$ cat config.mk
export PLATFORM = sky130hd
export DESIGN_NAME = rx_fifo_svc
export DESIGN_NICKNAME = d
export VERILOG_FILES = /design/src/rtl/rx_fifo_svc.sv
export SDC_FILE = /design/constraint.sdc
export NUM_CORES = 1
export LEC_CHECK = 0
export ABC_AREA = 1
export BUFFER_PORTS_ARGS = -buffer_cell sky130_fd_sc_hd__buf_2
export CAP_MARGIN = 20
export CORE_MARGIN = 1
export CORE_UTILIZATION = 35
export DETAILED_ROUTE_END_ITERATION = 10
export PLACE_DENSITY = 0.56
export SYNTH_ARGS = -nofsm -noshare
export SYNTH_HDL_FRONTEND = slang
export SYNTH_SLANG_ARGS = --single-unit
$ cat constraint.sdc
create_clock -name clk -period 3.3 [get_ports clk]
set_input_delay 0.165 -clock clk [delete_from_list [all_inputs] [get_ports clk]]
set_output_delay 0.165 -clock clk [all_outputs]
set_load 0.01 [all_outputs]
$ cat src/rtl/rx_fifo_svc.sv
`timescale 1ns/1ps
module rx_fifo_svc #(
  parameter int DEPTH = 32,
  parameter int CW = 16,
  parameter int TW = 4,
  localparam int AW = $clog2(DEPTH),
  localparam int LW = $clog2(DEPTH + 1)
) (
  input  logic          clk,
  input  logic          rst_n,
  input  logic          rx_en,
  input  logic          cfg_wlen7,
  input  logic          cfg_par_keep,
  input  logic          cfg_stat_en,
  input  logic [LW-1:0] cfg_thr,
  input  logic          cfg_tc_en,
  input  logic [7:0]    cfg_tc,
  input  logic          cfg_to_en,
  input  logic [CW-1:0] cfg_char_clks,
  input  logic [TW-1:0] cfg_to_chars,
  input  logic          chr_valid,
  input  logic [7:0]    chr_data,
  input  logic          chr_par,
  input  logic          chr_perr,
  input  logic          chr_ferr,
  input  logic          rd_en,
  output logic [9:0]    rd_data,
  output logic [LW-1:0] rd_level,
  input  logic [4:0]    flag_clr,
  output logic          irq_thr,
  output logic          irq_tc,
  output logic          irq_to,
  output logic          irq_err,
  output logic          ovr_sticky,
  output logic          irq
);

  logic [9:0]    mem [DEPTH];
  logic [AW-1:0] wptr, rptr;
  logic [LW-1:0] cnt, cnt_nxt;
  logic [4:0]    flags, set;
  logic [CW-1:0] pre;
  logic [TW-1:0] chc;
  logic          armed;

  wire       take  = chr_valid && rx_en;
  wire       full  = cnt == LW'(DEPTH);
  wire       wr    = take && !full;
  wire       rd    = rd_en && cnt != '0;
  wire [7:0] cbyte = cfg_wlen7 ? {cfg_par_keep & chr_par, chr_data[6:0]} : chr_data;
  wire [9:0] entry = {cfg_stat_en & chr_ferr, cfg_stat_en & chr_perr, cbyte};

  assign cnt_nxt = cnt + LW'(wr) - LW'(rd);

  wire tick    = pre == cfg_char_clks - 1'b1;
  wire expire  = armed && !take && tick && chc == cfg_to_chars - 1'b1;
  wire thr_hit = cfg_thr != '0 && cnt < cfg_thr && cnt_nxt >= cfg_thr;

  assign set = {take && full,
                take && (chr_perr || chr_ferr),
                expire && cfg_to_en && cnt != '0,
                wr && cfg_tc_en && cbyte == cfg_tc,
                thr_hit};

  always_ff @(posedge clk) if (wr) mem[wptr] <= entry;

  always_ff @(posedge clk or negedge rst_n) begin
    if (!rst_n) begin
      wptr <= '0;
      rptr <= '0;
      cnt  <= '0;
    end else begin
      if (wr) wptr <= (wptr == AW'(DEPTH - 1)) ? '0 : wptr + 1'b1;
      if (rd) rptr <= (rptr == AW'(DEPTH - 1)) ? '0 : rptr + 1'b1;
      cnt <= cnt_nxt;
    end
  end

  always_ff @(posedge clk or negedge rst_n) begin
    if (!rst_n) begin
      pre   <= '0;
      chc   <= '0;
      armed <= 1'b0;
    end else if (take) begin
      pre   <= '0;
      chc   <= '0;
      armed <= 1'b1;
    end else if (armed) begin
      if (tick) begin
        pre <= '0;
        if (chc == cfg_to_chars - 1'b1) armed <= 1'b0;
        else chc <= chc + 1'b1;
      end else begin
        pre <= pre + 1'b1;
      end
    end
  end

  always_ff @(posedge clk or negedge rst_n) begin
    if (!rst_n) flags <= '0;
    else        flags <= set | (flags & ~flag_clr);
  end

  assign rd_data    = mem[rptr];
  assign rd_level   = cnt;
  assign irq_thr    = flags[0];
  assign irq_tc     = flags[1];
  assign irq_to     = flags[2];
  assign irq_err    = flags[3];
  assign ovr_sticky = flags[4];
  assign irq        = |flags;


  level_bound_chk: assert property (@(posedge clk) disable iff (!rst_n)
    rd_level <= LW'(DEPTH));


  drop_on_full_chk: assert property (@(posedge clk) disable iff (!rst_n)
    (chr_valid && rx_en && rd_level == LW'(DEPTH)) |=> (ovr_sticky && rd_level <= $past(rd_level)));


  disabled_hold_chk: assert property (@(posedge clk) disable iff (!rst_n)
    (!rx_en && !rd_en) |=> $stable(rd_level));


  err_clear_chk: assert property (@(posedge clk) disable iff (!rst_n)
    (flag_clr[3] && !(chr_valid && rx_en && (chr_perr || chr_ferr))) |=> !irq_err);


  to_nonempty_chk: assert property (@(posedge clk) disable iff (!rst_n)
    $rose(irq_to) |-> $past(rd_level != '0));

endmodule

Yosys cells after proc, flatten, opt, wreduce, memory -nomap -nowiden
Memories as Yosys holds them, arrays and structs flattened.
Index checks and enable logic that the tools add are counted.
{ "word_totals": {"mem_bits_ro": 0, "wordCells": 70, "latchBits": 0, "out_inout_bits": 22, "mem_count": 1, "ff_bits": 42, "mem_bits_rw": 320} }
{ "op_classes": {"shifts": 0, "mux": 16, "div_mod_pow": 0, "n_eq_ne": 7, "n_reduce_logical": 23, "addsub": 8, "n_mul": 0, "bitwise": 6, "order_cmp": 2} }
{ "memory_table": {"columns": ["name", "depth", "word_bits", "read_ports", "rd_ports_with_merged_regs", "write_ports", "line", "source"], "rows": [
  ["mem", 32, 10, 1, 0, 1, "38", "logic [9:0] mem [DEPTH];"]
]} }
{ "ops": {"columns": ["op", "count"], "rows": [
  ["$mux 16", 3],
  ["$add 16x1->16 const B", 1],
  ["$eq 16x16->1", 1],
  ["$mux 4", 4],
  ["$sub 16x1->16 const B", 1],
  ["$logic_and 1x1->1", 14],
  ["$reduce_bool 6->1", 2],
  ["$add 5x1->5 const B", 2],
  ["$eq 5x5->1 const B", 2],
  ["$mux 5", 2],
  ["$eq 8x8->1", 1],
  ["$mux 8", 1],
  ["$add 6x1->6", 1],
  ["$eq 6x6->1 const B", 1],
  ["$ge 6x6->1", 1],
  ["$lt 6x6->1", 1],
  ["$mux 1", 6],
  ["$sub 6x1->6", 1],
  ["$and 5x5->5", 1],
  ["$not 5->5", 1],
  ["$or 5x5->5", 1],
  ["$reduce_or 5->1", 1],
  ["$add 4x1->4 const B", 1],
  ["$eq 4x4->1", 1],
  ["7 further kinds", 11]
]} }

Depth between registers and ports, before layout
Gate-level depths: netlist of the first run.
{ "depth": {"depth_word": 8, "ltp_mapped": 21, "ltp_nobuf": 21} }

Worst setup path before layout of the first run
Ideal clock, no wire load.
{ "synth_timing": {"path_type": "flip-flop to flip-flop", "startpoint": "register cnt[2], in the netlist rd_level[2]", "endpoint": "register flags[0]", "period_less_slack_ns": 3.173, "t_arrival_ns": 3.042, "n_path_buf": 0, "slack_ns": 0.127, "setup_time_ns": 0.131, "stages_incl_launch_ff": 20, "required_time_ns": 3.169, "path_cell_list": "dfrtp_1 > inv_1 > ha_1 > nand4_1 > nand2_1 > inv_1 > ha_1 > inv_1 > ha_1 > fa_1 > a21oi_1 > o21ai_0 > xor2_1 > ha_1 > nand2_1 > inv_1 > o211ai_1 > o2111ai_1 > o2111ai_1 > o21ai_0"} }
{ "synth_lines": {"columns": ["item", "line", "source"], "rows": [
  ["from (decl)", "40", "logic [LW-1:0] cnt, cnt_nxt;"],
  ["from (signal assigned)", "75", "cnt <= cnt_nxt;"],
  ["$reduce_bool 6->1", "49", "wire rd = rd_en && cnt != '0;"],
  ["$logic_and 1x1->1", "49", null],
  ["named net rd", "49", null],
  ["$sub 6x1->6", "53", "assign cnt_nxt = cnt + LW'(wr) - LW'(rd);"],
  ["named net cnt_nxt[4]", "40", null],
  ["$ge 6x6->1", "57", "wire thr_hit = cfg_thr != '0 && cnt < cfg_thr && cnt_nxt >= cfg_thr;"],
  ["$logic_and 1x1->1", "57", null],
  ["$or 5x5->5", "101", "else flags <= set | (flags & ~flag_clr);"],
  ["to (signal assigned)", "101", null],
  ["to (decl)", "41", "logic [4:0] flags, set;"]
]} }
The timed path passes the listed nets, and every way through them passes these cells.
A chain may end at the register's enable or synchronous reset.

Worst setup path in the final report of the first run
{ "layout_timing": {"startpoint": "register cnt[3], in the netlist rd_level[3]", "endpoint": "register flags[0]"} }
Same word-level chain as after synthesis.

==> results.sh, run 1 <==
export IMPL_launch_point_of_the_worst_reg_to_reg_path="rd_level[3]"
export IMPL_criticalPathCategory="reg -> reg"
export IMPL_worst_slew_pin_transition_ns=1.024
export IMPL_finalNetCount=1661
export IMPL_cp_num_buf_inv=4
export IMPL_die_y_microns=216.7
export IMPL_syn_area_sq_um=16130
export IMPL_wl_met2_microns=19560
export IMPL_place_port_buffers=81
export IMPL_clkTransAtPathRegs_ns=0.06
export IMPL_outcome="finished clean"
export IMPL_finalNonFillerCells=2196
export IMPL_clockRootBuffer="clkbuf_16"
export IMPL_ys_async_sr_fraction_pct=11.60
export IMPL_worst_r2r_path_depth=19
export IMPL_crit_path_top_delay_cell="dfrtp_1"
export IMPL_clock_skew_final_ns=0.02292
export IMPL_finalPower_mw=14.30
export IMPL_crit_reg2reg_capture="flags[0]"
export IMPL_syn_avg_cell_area_sq_um=11.23
export IMPL_critPathLaunchType="flip-flop"
export IMPL_worst_slew_margin_relative_to_its_limit_pct=31.63
export IMPL_average_wire_length_per_cell_after_detail_routing_microns=19.24
export IMPL_timing_final_hold_violations=0
export IMPL_final_period_utilization_pct=95.92
export IMPL_antenna_found_initial=1
export IMPL_yosysSeqAreaShare_pct=66.08
export IMPL_first_global_vias=11180
export IMPL_slowest_delay_ns=0.37
export IMPL_drt_antenna_net_count=0
export IMPL_syn_inst=1436
export IMPL_starting_drt_drc_count=942
export IMPL_vdd_ir_drop_max_mv=0.4692
export IMPL_grt_total_usage_pct=18.17
export IMPL_critical_path_top_cell_by_count="inv_1"
export IMPL_pre_cts_ws_ns=0.02698
export IMPL_place_gp_congestion=0.8221
export IMPL_met3RoutedLength_microns=2380
export IMPL_total_via_count_after_detailed_routing=11360
export IMPL_worst_ep_required_time_ns=3.69
export IMPL_crit_path_leading_delay_family="adder cells"
export IMPL_max_cap_violations=0
export IMPL_arrival_time_reported_for_the_critical_path_endpoint_ns=3.56
export IMPL_cts_htree_levels=2
export IMPL_total_leakage_power_nw=6.944
export IMPL_cellPowerDensity_nw_per_um2=756.7
export IMPL_synth_flop_cell="edfxtp_1"
export IMPL_top_signal_layer_used="met5"
export IMPL_drt_wl_total_microns=42250
export IMPL_first_pass_iters=5
export IMPL_detailed_route_drc_error_count=0
export IMPL_synth_yosys_warnings=0
export IMPL_final_util_pct=41.64
export IMPL_detail_route_wirelength_met1_microns=19290
export IMPL_synth_seq_cells=362
export IMPL_cts_tree="done"
export IMPL_n_antenna_cell=0
export IMPL_drive_above_1_share_pct=15.60
export IMPL_synth_edf_count=320
export IMPL_final_count_of_pins_violating_max_slew=0
export IMPL_tns_ns=0
export IMPL_final_setup_violation_count=0
export IMPL_post_place_cells=2115
export IMPL_initial_core_util_pct=35.55
export IMPL_timing_final_ws_setup_ns=0.1346
export IMPL_post_dp_hpwl_microns=26890
export IMPL_reg2reg_setup_slack_ns=0.13
export IMPL_grt_max_degree=83
export IMPL_synthDistinctLibCells=46
export IMPL_critical_path_cell_chain="inv_1, ha_2, nand4_1, nand2_1, inv_1, ha_1, inv_1, ha_2, fa_2, a21oi_2, o21ai_1, xor2_1, ha_1, nand2_1, inv_1, o211ai_1, o2111ai_1, o2111ai_1, o21ai_1"
export IMPL_syn_to_final_growth_pct=17.13
export IMPL_globalRouteOverflowTotal=0
export IMPL_fin_crit_ns=3.165
export IMPL_tritoncts_num_buffers=38
export IMPL_cts_root_to_sink_buffers=3
export IMPL_worstSkewPairLatency_ns=0.53
export IMPL_core_area_sq_um=45380
export IMPL_row_count=78
export IMPL_grt_first_pass_wirelength_microns=65220
export IMPL_filler_cell_count=4345
export IMPL_worstPathMaxFanout=2
export IMPL_min_path_type="in -> async"
export IMPL_avgViaCountPerCell=5.171
export IMPL_maxClockFrequency_mhz=315.9
export IMPL_floorplan_die_width_microns=216.7
export IMPL_worstSetupEndpointType="flip-flop"
export IMPL_mappedNetlistNets=1528
export IMPL_cts_sink_count=362
export IMPL_design_die_area_sq_um=46950
export IMPL_ioPinCount=82
[routing by layer]
| layer | up-vias | track usage, % |
|---|---|---|
| li1 | 5398 | - |
| met1 | 5588 | 25.13 |
| met2 | 302 | 29.08 |
| met3 | 66 | 3.382 |
| met4 | 2 | 5.211 |
| met5 | - | 0 |
[synth_stat cells, drive strengths merged, types with 20 or more instances]
| cell | n | area share, % |
|---|---|---|
| buf | 21 | 0.72 |
| clkbuf | 51 | 1.2 |
| dfrtp | 42 | 6.5 |
| edfxtp | 320 | 60 |
| ha | 31 | 2.4 |
| inv | 96 | 2.2 |
| nand2 | 169 | 4.0 |
| nand3 | 70 | 2.4 |
| nand4 | 25 | 0.97 |
| nor2 | 246 | 5.9 |
| o21ai | 190 | 5.9 |
| o221ai | 33 | 1.8 |
| o22ai | 52 | 2.0 |
| xnor2 | 20 | 1.1 |
[cell usage in the layout, fill, tap and decap left out, types with 5 or more instances in the layout]
cell	count
a21oi_1	7
a21oi_2	10
buf_12	5
buf_2	81
buf_4	70
clkbuf_1	9
clkbuf_16	39
clkinv_1	8
clkinv_2	8
dfrtp_1	40
dlygate4sd3_1	8
edfxtp_1	320
ha_1	29
inv_1	88
inv_2	7
nand2_1	167
nand3_1	67
nand4_1	25
nor2_1	237
nor2_2	7
nor3_1	8
o211ai_1	8
o21ai_0	177
o21ai_1	12
o221ai_1	33
o22ai_1	52
xnor2_1	20
xor2_1	18
[registers in the layout, indices dropped and copies added (netlist names)]
register and flops:
pre 16, rptr 5, wptr 5, mem 320, flags 5, rd_level 6
chc 4, armed 1
[power by group]
part / switching (mW) / internal, mW
Sequential: 0.233 / 5.24
Combinational: 3.13 / 1.63
Clock: 1.72 / 2.34
[final cells by class]
type | instances | area [sq um] | area share, %
sequential | 362 | 10670 | 56.45
tap | 600 | 750.7 | 3.973
timing repair buffer | 165 | 1139 | 6.026
clock inverter | 18 | 135.1 | 0.7152
inverter | 97 | 366.6 | 1.940
multi-input combinational | 905 | 4815 | 25.48
clock buffer | 49 | 1023 | 5.417
[cell families (layout without fill, tap and decap cells)]
kind of cell             Yosys count  in the layout  share of synthesized area [%]
flip-flops                       362            362                          66.08
XOR/XNOR                          38             38                          2.063
adder cells (fa/ha/maj)           32             32                          2.528
multiplexers                       1              1                        0.06205
AO/OA/AOI/OAI                    308            308                          11.24
AND/OR/NAND/NOR                  526            526                          13.86
buffers and inverters            169            329                          4.165
[how the worst max path moves through the flow]
stage,from,endpoint,depth (start not counted)
finish,rd_level[3],flags[0],19
global route,rd_level[3],flags[0],19
detailed placement,rd_level[4],flags[0],19
global placement,rd_level[4],flags[0],19
floorplan,rd_level[2],flags[0],19
CTS,rd_level[3],flags[0],19
[worst register-to-register path: stages (launching register included)]
cell and delay (ns):
dfrtp_1 0.37, inv_1 0.08, ha_2 0.19, nand4_1 0.12, nand2_1 0.11, inv_1 0.06, ha_1 0.27, inv_1 0.04
ha_2 0.18, fa_2 0.35, a21oi_2 0.12, o21ai_1 0.08, xor2_1 0.20, ha_1 0.27, nand2_1 0.09, inv_1 0.07
o211ai_1 0.10, o2111ai_1 0.15, o2111ai_1 0.10, o21ai_1 0.08
[through the flow]
step	area [sq um]	hold WS (ns)
finish	18890	0.02466
global route	18890	0.04016
CTS	18820	0.02991
detailed placement	17570	0.3485
global placement	17570	0.3481
floorplan	16130	-0.1306
[timing repair]
action / 4_1_cts / 5_1_grt
setup buffers: 1 / 3
hold buffers: 8 / 0
gates resized for setup: 2 / 5
gates cloned: 0 / 0
endpoints found under the setup margin: 1 / 1
pin swaps: 1 / 4
endpoints found under the hold margin: 47 / 0
No activity file was read; power rests on OpenSTA's default activity.
==> run 2: changes to the inputs <==
--- a/config.mk
+++ b/config.mk
@@ -6,7 +6,7 @@
 export NUM_CORES = 1
 export LEC_CHECK = 0
 export ABC_AREA = 1
-export BUFFER_PORTS_ARGS = -buffer_cell sky130_fd_sc_hd__buf_2
+export BUFFER_PORTS_ARGS = -buffer_cell sky130_fd_sc_hd__buf_4
 export CAP_MARGIN = 20
 export CORE_MARGIN = 1
 export CORE_UTILIZATION = 35
==> run 2 against run 1 <==
Effect of this change: critical path depth unchanged; first-iteration DRC count increased by 2.1%; cell count decreased by 0.41%; global-route usage decreased by 0.33 points; non-clock buffer count decreased by 12; hold slack got worse by 0.0054 ns; clock-buffer cell count increased by 2; utilization increased by 0.34 points; clock skew decreased by 0.0044 ns; die area unchanged; largest power group unchanged.
==> results.sh, run 2 (synthesized netlist as in run 1, its figures left out) <==
export IMPL_outcome="finished clean"
export IMPL_crit_reg2reg_capture="flags[0]"
export IMPL_starting_drt_drc_count=962
export IMPL_post_dp_hpwl_microns=25180
export IMPL_hold_path_cell_count=5
export IMPL_timing_final_hold_violations=0
export IMPL_filler_cell_count=4291
export IMPL_criticalPathCategory="reg -> reg"
export IMPL_clkTransAtPathRegs_ns=0.06
export IMPL_maxClockFrequency_mhz=311.0
export IMPL_final_setup_violation_count=0
export IMPL_final_cell_mix="320 x edfxtp_1, 237 x nor2_1, 177 x o21ai_0, 164 x nand2_1, 140 x buf_4"
export IMPL_antenna_found_initial=0
export IMPL_drive_above_1_share_pct=15.63
export IMPL_floorplan_die_width_microns=216.7
export IMPL_first_global_vias=10970
export IMPL_design_die_area_sq_um=46950
export IMPL_detailed_route_drc_error_count=0
export IMPL_grt_total_usage_pct=17.84
export IMPL_launch_point_of_the_worst_reg_to_reg_path="rd_level[3]"
export IMPL_hold_end="flags[2]"
export IMPL_initial_core_util_pct=35.55
export IMPL_average_wire_length_per_cell_after_detail_routing_microns=19.05
export IMPL_worst_r2r_path_depth=19
export IMPL_worst_ep_required_time_ns=3.71
export IMPL_largest_register_ff_count=320
export IMPL_worstSkewPairLatency_ns=0.54
export IMPL_syn_to_final_growth_pct=18.09
export IMPL_worst_slew_margin_relative_to_its_limit_pct=43.00
export IMPL_cts_tree="done"
export IMPL_clock_skew_final_ns=0.01853
export IMPL_post_place_cells=2104
export IMPL_largest_register="mem"
export IMPL_grt_first_pass_wirelength_microns=64340
export IMPL_layout_commonest_cell="edfxtp_1"
export IMPL_final_count_of_pins_violating_max_slew=0
export IMPL_globalRouteOverflowTotal=0
export IMPL_switching_power_mw=5.135
export IMPL_largest_registers="mem (320), pre (16), rd_level (6)"
export IMPL_share_clk_of_total_power_pct=28.0
export IMPL_cellPowerDensity_nw_per_um2=753.8
export IMPL_cts_htree_levels=2
export IMPL_finalNetCount=1650
export IMPL_fin_crit_ns=3.216
export IMPL_min_path_type="in -> reg"
export IMPL_cts_sink_count=362
export IMPL_worstPathMaxFanout=2
export IMPL_final_period_utilization_pct=97.45
export IMPL_first_pass_iters=5
export IMPL_place_port_buffers=81
export IMPL_clockRootBuffer="clkbuf_16"
export IMPL_finalNonFillerCells=2187
export IMPL_cts_root_to_sink_buffers=3
export IMPL_max_cap_violations=0
export IMPL_arrival_time_reported_for_the_critical_path_endpoint_ns=3.62
export IMPL_switching_share_pct=35.76
export IMPL_logic_pwr_share_pct=34.1
export IMPL_reg2reg_setup_slack_ns=0.08
export IMPL_avgViaCountPerCell=5.163
export IMPL_intPower_mw=9.224
export IMPL_drt_antenna_net_count=0
export IMPL_critPathLaunchType="flip-flop"
export IMPL_final_util_pct=41.98
export IMPL_finalPower_mw=14.36
export IMPL_p_seq_share_pct=37.9
export IMPL_grt_max_degree=163
export IMPL_total_leakage_power_nw=6.942
export IMPL_worst_slew_pin_transition_ns=0.8541
export IMPL_total_via_count_after_detailed_routing=11290
export IMPL_row_count=78
export IMPL_place_gp_congestion=0.8333
export IMPL_drt_wl_total_microns=41670
export IMPL_core_area_sq_um=45380
export IMPL_vdd_ir_drop_max_mv=0.4604
export IMPL_hp_start="cfg_to_en"
export IMPL_die_y_microns=216.7
export IMPL_n_antenna_cell=0
export IMPL_worstSetupEndpointType="flip-flop"
export IMPL_ioPinCount=82
export IMPL_tritoncts_num_buffers=39
==> run 2: how the worst max path moves through the flow <==
stage | startpoint | end | slack, ns | cells past startpoint
finish | rd_level[3] | flags[0] | 0.08 | 19
global route | rd_level[3] | flags[0] | -0.09 | 19
CTS | rd_level[4] | flags[0] | 0.02 | 19
detailed placement | rd_level[4] | flags[0] | 0.003 | 19
global placement | rd_level[4] | flags[0] | 0.09 | 19
floorplan | rd_level[2] | flags[0] | 0.13 | 19
==> run 2: layer usage <==
metal / part of all wire [%] / global-route usage (%)
met1: 46 / 25.38
met2: 46 / 28.12
met3: 5.4 / 2.625
met4: 2.5 / 5.423
met5: 0 / 0
==> run 2: area by class of cell <==
type | instances | area, sq um | area share [%]
Sequential cell | 362 | 10670 | 55.99
Tap cell | 600 | 750.7 | 3.941
Clock buffer | 51 | 1062 | 5.576
Multi-Input combinational cell | 905 | 4860 | 25.51
Inverter | 97 | 366.6 | 1.924
Timing Repair Buffer | 153 | 1246 | 6.542
Clock inverter | 19 | 98.84 | 0.5189
==> run 2: power groups by stage <==
| stage | Combinational, mW | Sequential [mW] | Clock (mW) |
|---|---|---|---|
| CTS | 4.76 | 5.45 | 4.10 |
| detailed placement | 4.73 | 5.54 | 0 |
| floorplan | 2.91 | 5.49 | 0 |
| global placement | 4.69 | 5.53 | 0 |
| global route | 5.44 | 5.47 | 4.29 |
| finish | 4.90 | 5.44 | 4.02 |
==> run 2: worst max-delay path, cell delays in order, from the launching register on <==
cell and delay, ns:
dfrtp_1 0.39, inv_2 0.09, ha_4 0.14, nand4_1 0.16
nand2_2 0.14, inv_2 0.06, ha_4 0.26, inv_2 0.03
ha_2 0.17, fa_2 0.36, a21oi_2 0.17, o21ai_2 0.09
xor2_2 0.15, ha_1 0.32, nand2_2 0.09, inv_2 0.04
o211ai_1 0.08, o2111ai_1 0.14, o2111ai_1 0.12, o21ai_1 0.09
==> run 2: repair_timing <==
| action | in CTS | in global routing |
|---|---|---|
| gates resized for setup | 1 | 19 |
| buffers inserted | 0 | 3 |
| endpoints found under the hold margin | 47 | 0 |
| setup endpoints to repair | 1 | 1 |
| pin swaps | 1 | 13 |
| hold buffers | 8 | 0 |
==> run 2: through the flow <==
| step | TNS, ns | area (sq um) | worst slack (ns) | hold WS, ns |
|---|---|---|---|---|
| after CTS | 0 | 18920 | 0.01946 | 0.004828 |
| after global placement | 0 | 17670 | 0.09330 | 0.2171 |
| after global routing | -0.09014 | 19050 | -0.09014 | 0.05081 |
| after detailed placement | 0 | 17670 | 0.002902 | 0.2220 |
| final | 0 | 19050 | 0.08405 | 0.01927 |
| after floorplan | 0 | 16130 | 0.1265 | -0.1306 |
==> run 3: changes to the inputs <==
--- a/config.mk
+++ b/config.mk
@@ -11,6 +11,7 @@
 export CORE_MARGIN = 1
 export CORE_UTILIZATION = 35
 export DETAILED_ROUTE_END_ITERATION = 10
+export HOLD_SLACK_MARGIN = 0.02
 export PLACE_DENSITY = 0.56
 export SYNTH_ARGS = -nofsm -noshare
 export SYNTH_HDL_FRONTEND = slang
==> run 3 against run 2 <==
Effect of this change: first-iteration DRC count shrank 7.2%; largest power group unchanged; final area is essentially flat; global-route usage is essentially flat; sequential share of layout area is essentially flat; fmax grew 0.21%; power is essentially flat; highest routed layer unchanged.
==> results.sh, run 3 (synthesized netlist as in run 1, its figures left out) <==
export IMPL_worstSkewPairLatency_ns=0.54
export IMPL_detailed_route_drc_error_count=0
export IMPL_worstSetupEndpointType="flip-flop"
export IMPL_final_setup_violation_count=0
export IMPL_grt_total_usage_pct=17.84
export IMPL_worst_ep_required_time_ns=3.71
export IMPL_worstPathMaxFanout=2
export IMPL_critical_path_top_cell_by_count="inv_2"
export IMPL_post_place_cells=2104
export IMPL_drt_antenna_net_count=0
export IMPL_total_leakage_power_nw=6.949
export IMPL_final_period_utilization_pct=97.25
export IMPL_starting_drt_drc_count=893
export IMPL_cts_sink_count=362
export IMPL_vdd_ir_drop_max_mv=0.4596
export IMPL_syn_to_final_growth_pct=18.15
export IMPL_antenna_found_initial=0
export IMPL_fin_crit_ns=3.209
export IMPL_worst_slew_pin_transition_ns=0.8604
export IMPL_cts_tree="done"
export IMPL_crit_path_top_delay_cell="dfrtp_1"
export IMPL_arrival_time_reported_for_the_critical_path_endpoint_ns=3.62
export IMPL_core_area_sq_um=45380
export IMPL_row_count=78
export IMPL_globalRouteOverflowTotal=0
export IMPL_final_count_of_pins_violating_max_slew=0
export IMPL_clockRootBuffer="clkbuf_16"
export IMPL_avgViaCountPerCell=5.163
export IMPL_worst_slew_margin_relative_to_its_limit_pct=42.58
export IMPL_total_via_count_after_detailed_routing=11300
export IMPL_finalPower_mw=14.36
export IMPL_min_path_type="in -> reg"
export IMPL_final_util_pct=42.00
export IMPL_average_wire_length_per_cell_after_detail_routing_microns=19.09
export IMPL_drive_above_1_share_pct=15.62
export IMPL_max_cap_violations=0
export IMPL_cts_root_to_sink_buffers=3
export IMPL_n_antenna_cell=0
export IMPL_layout_commonest_cell="edfxtp_1"
export IMPL_design_die_area_sq_um=46950
export IMPL_die_y_microns=216.7
export IMPL_first_global_vias=10980
export IMPL_critPathLaunchType="flip-flop"
export IMPL_largest_registers="mem (320), pre (16), rd_level (6)"
export IMPL_cellPowerDensity_nw_per_um2=753.6
export IMPL_tritoncts_num_buffers=39
export IMPL_post_dp_hpwl_microns=25180
export IMPL_cp_num_buf_inv=4
export IMPL_clkTransAtPathRegs_ns=0.06
export IMPL_final_cell_mix="320 x edfxtp_1, 237 x nor2_1, 177 x o21ai_0, 164 x nand2_1, 140 x buf_4"
export IMPL_maxClockFrequency_mhz=311.6
export IMPL_largest_register="mem"
export IMPL_place_port_buffers=81
export IMPL_largest_register_ff_count=320
export IMPL_slowest_delay_ns=0.39
export IMPL_first_pass_iters=8
export IMPL_initial_core_util_pct=35.55
export IMPL_clock_skew_final_ns=0.01778
export IMPL_drt_wl_total_microns=41760
export IMPL_finalNetCount=1651
export IMPL_crit_path_leading_delay_family="adder cells"
export IMPL_place_gp_congestion=0.8333
export IMPL_ioPinCount=82
export IMPL_grt_first_pass_wirelength_microns=64370
export IMPL_outcome="finished clean"
export IMPL_finalNonFillerCells=2188
export IMPL_timing_final_hold_violations=0
export IMPL_cts_htree_levels=2
export IMPL_floorplan_die_width_microns=216.7
export IMPL_critical_path_cell_chain="inv_2, ha_4, nand4_1, nand2_2, inv_2, ha_4, inv_2, ha_2, fa_2, a21oi_2, o21ai_2, xor2_2, ha_1, nand2_2, inv_2, o211ai_1, o2111ai_1, o2111ai_1, o21ai_1"
export IMPL_criticalPathCategory="reg -> reg"
export IMPL_grt_max_degree=163
==> run 3: worst register-to-register path: cells and delay by family (launching register included) <==
| kind | cells | cell delay [ns] |
|---|---|---|
| XOR/XNOR | 1 | 0.15 |
| buffers and inverters | 4 | 0.22 |
| AND/OR/NAND/NOR | 3 | 0.39 |
| AO/OA/AOI/OAI | 6 | 0.68 |
| flip-flops | 1 | 0.39 |
| adder cells (fa/ha/maj) | 5 | 1.25 |
==> run 3: report_power, final <==
group / leakage, nW / internal, mW / switching, mW / total, mW
Combinational: 2.96 / 1.71 / 3.19 / 4.90
Clock: 0.566 / 2.27 / 1.75 / 4.02
Sequential: 3.43 / 5.25 / 0.198 / 5.44
==> run 3: path summary, 6_finish.rpt <==
kind | cells past startpoint | start | endpoint | slack [ns]
worst min-delay path | 5 | cfg_thr[5] | flags[0] | 0.03
worst min register to register | 2 | chc[3] | chc[3] | 0.54
max in group asynchronous | 2 | rst_n | rptr[0] | 2.66
min in group asynchronous | 2 | rst_n | flags[1] | 0.18
worst max register to register | 19 | rd_level[3] | flags[0] | 0.09
worst max-delay path | 19 | rd_level[3] | flags[0] | 0.09
==> run 3: final cells by class <==
cell class                      count  area [sq um]
Clock buffer                       51          1062
Clock inverter                     19         98.84
Fill cell                        4290         26320
Inverter                           97         366.6
Multi-Input combinational cell    905          4860
Sequential cell                   362         10670
Tap cell                          600         750.7
Timing Repair Buffer              154          1256
==> run 3: per-layer routing <==
metal	global-route usage, %	vias to the layer above	part of all wire [%]
li1	-	5365	-
met1	25.38	5568	46
met2	28.14	303	46
met3	2.625	60	5.5
met4	5.423	0	2.5
met5	0	-	0
==> run 3: per-stage QoR <==
| stage | hold WS, ns | instance area [sq um] | setup WS (ns) | TNS, ns |
|---|---|---|---|---|
| 4_1_cts | 0.04106 | 18930 | 0.01946 | 0 |
| 3_3_place_gp | 0.2171 | 17670 | 0.09330 | 0 |
| 6_report | 0.03386 | 19060 | 0.09068 | 0 |
| 3_5_place_dp | 0.2220 | 17670 | 0.002902 | 0 |
| 2_1_floorplan | -0.1306 | 16130 | 0.1265 | 0 |
| 5_1_grt | 0.05490 | 19060 | -0.09014 | -0.09014 |
==> run 3: repair_timing <==
item	4_1_cts	5_1_grt
setup buffers	0	3
pin swaps	1	13
endpoints found under the setup margin	1	1
resized for setup	1	19
endpoints found under the hold margin	47	0
hold buffers	9	0
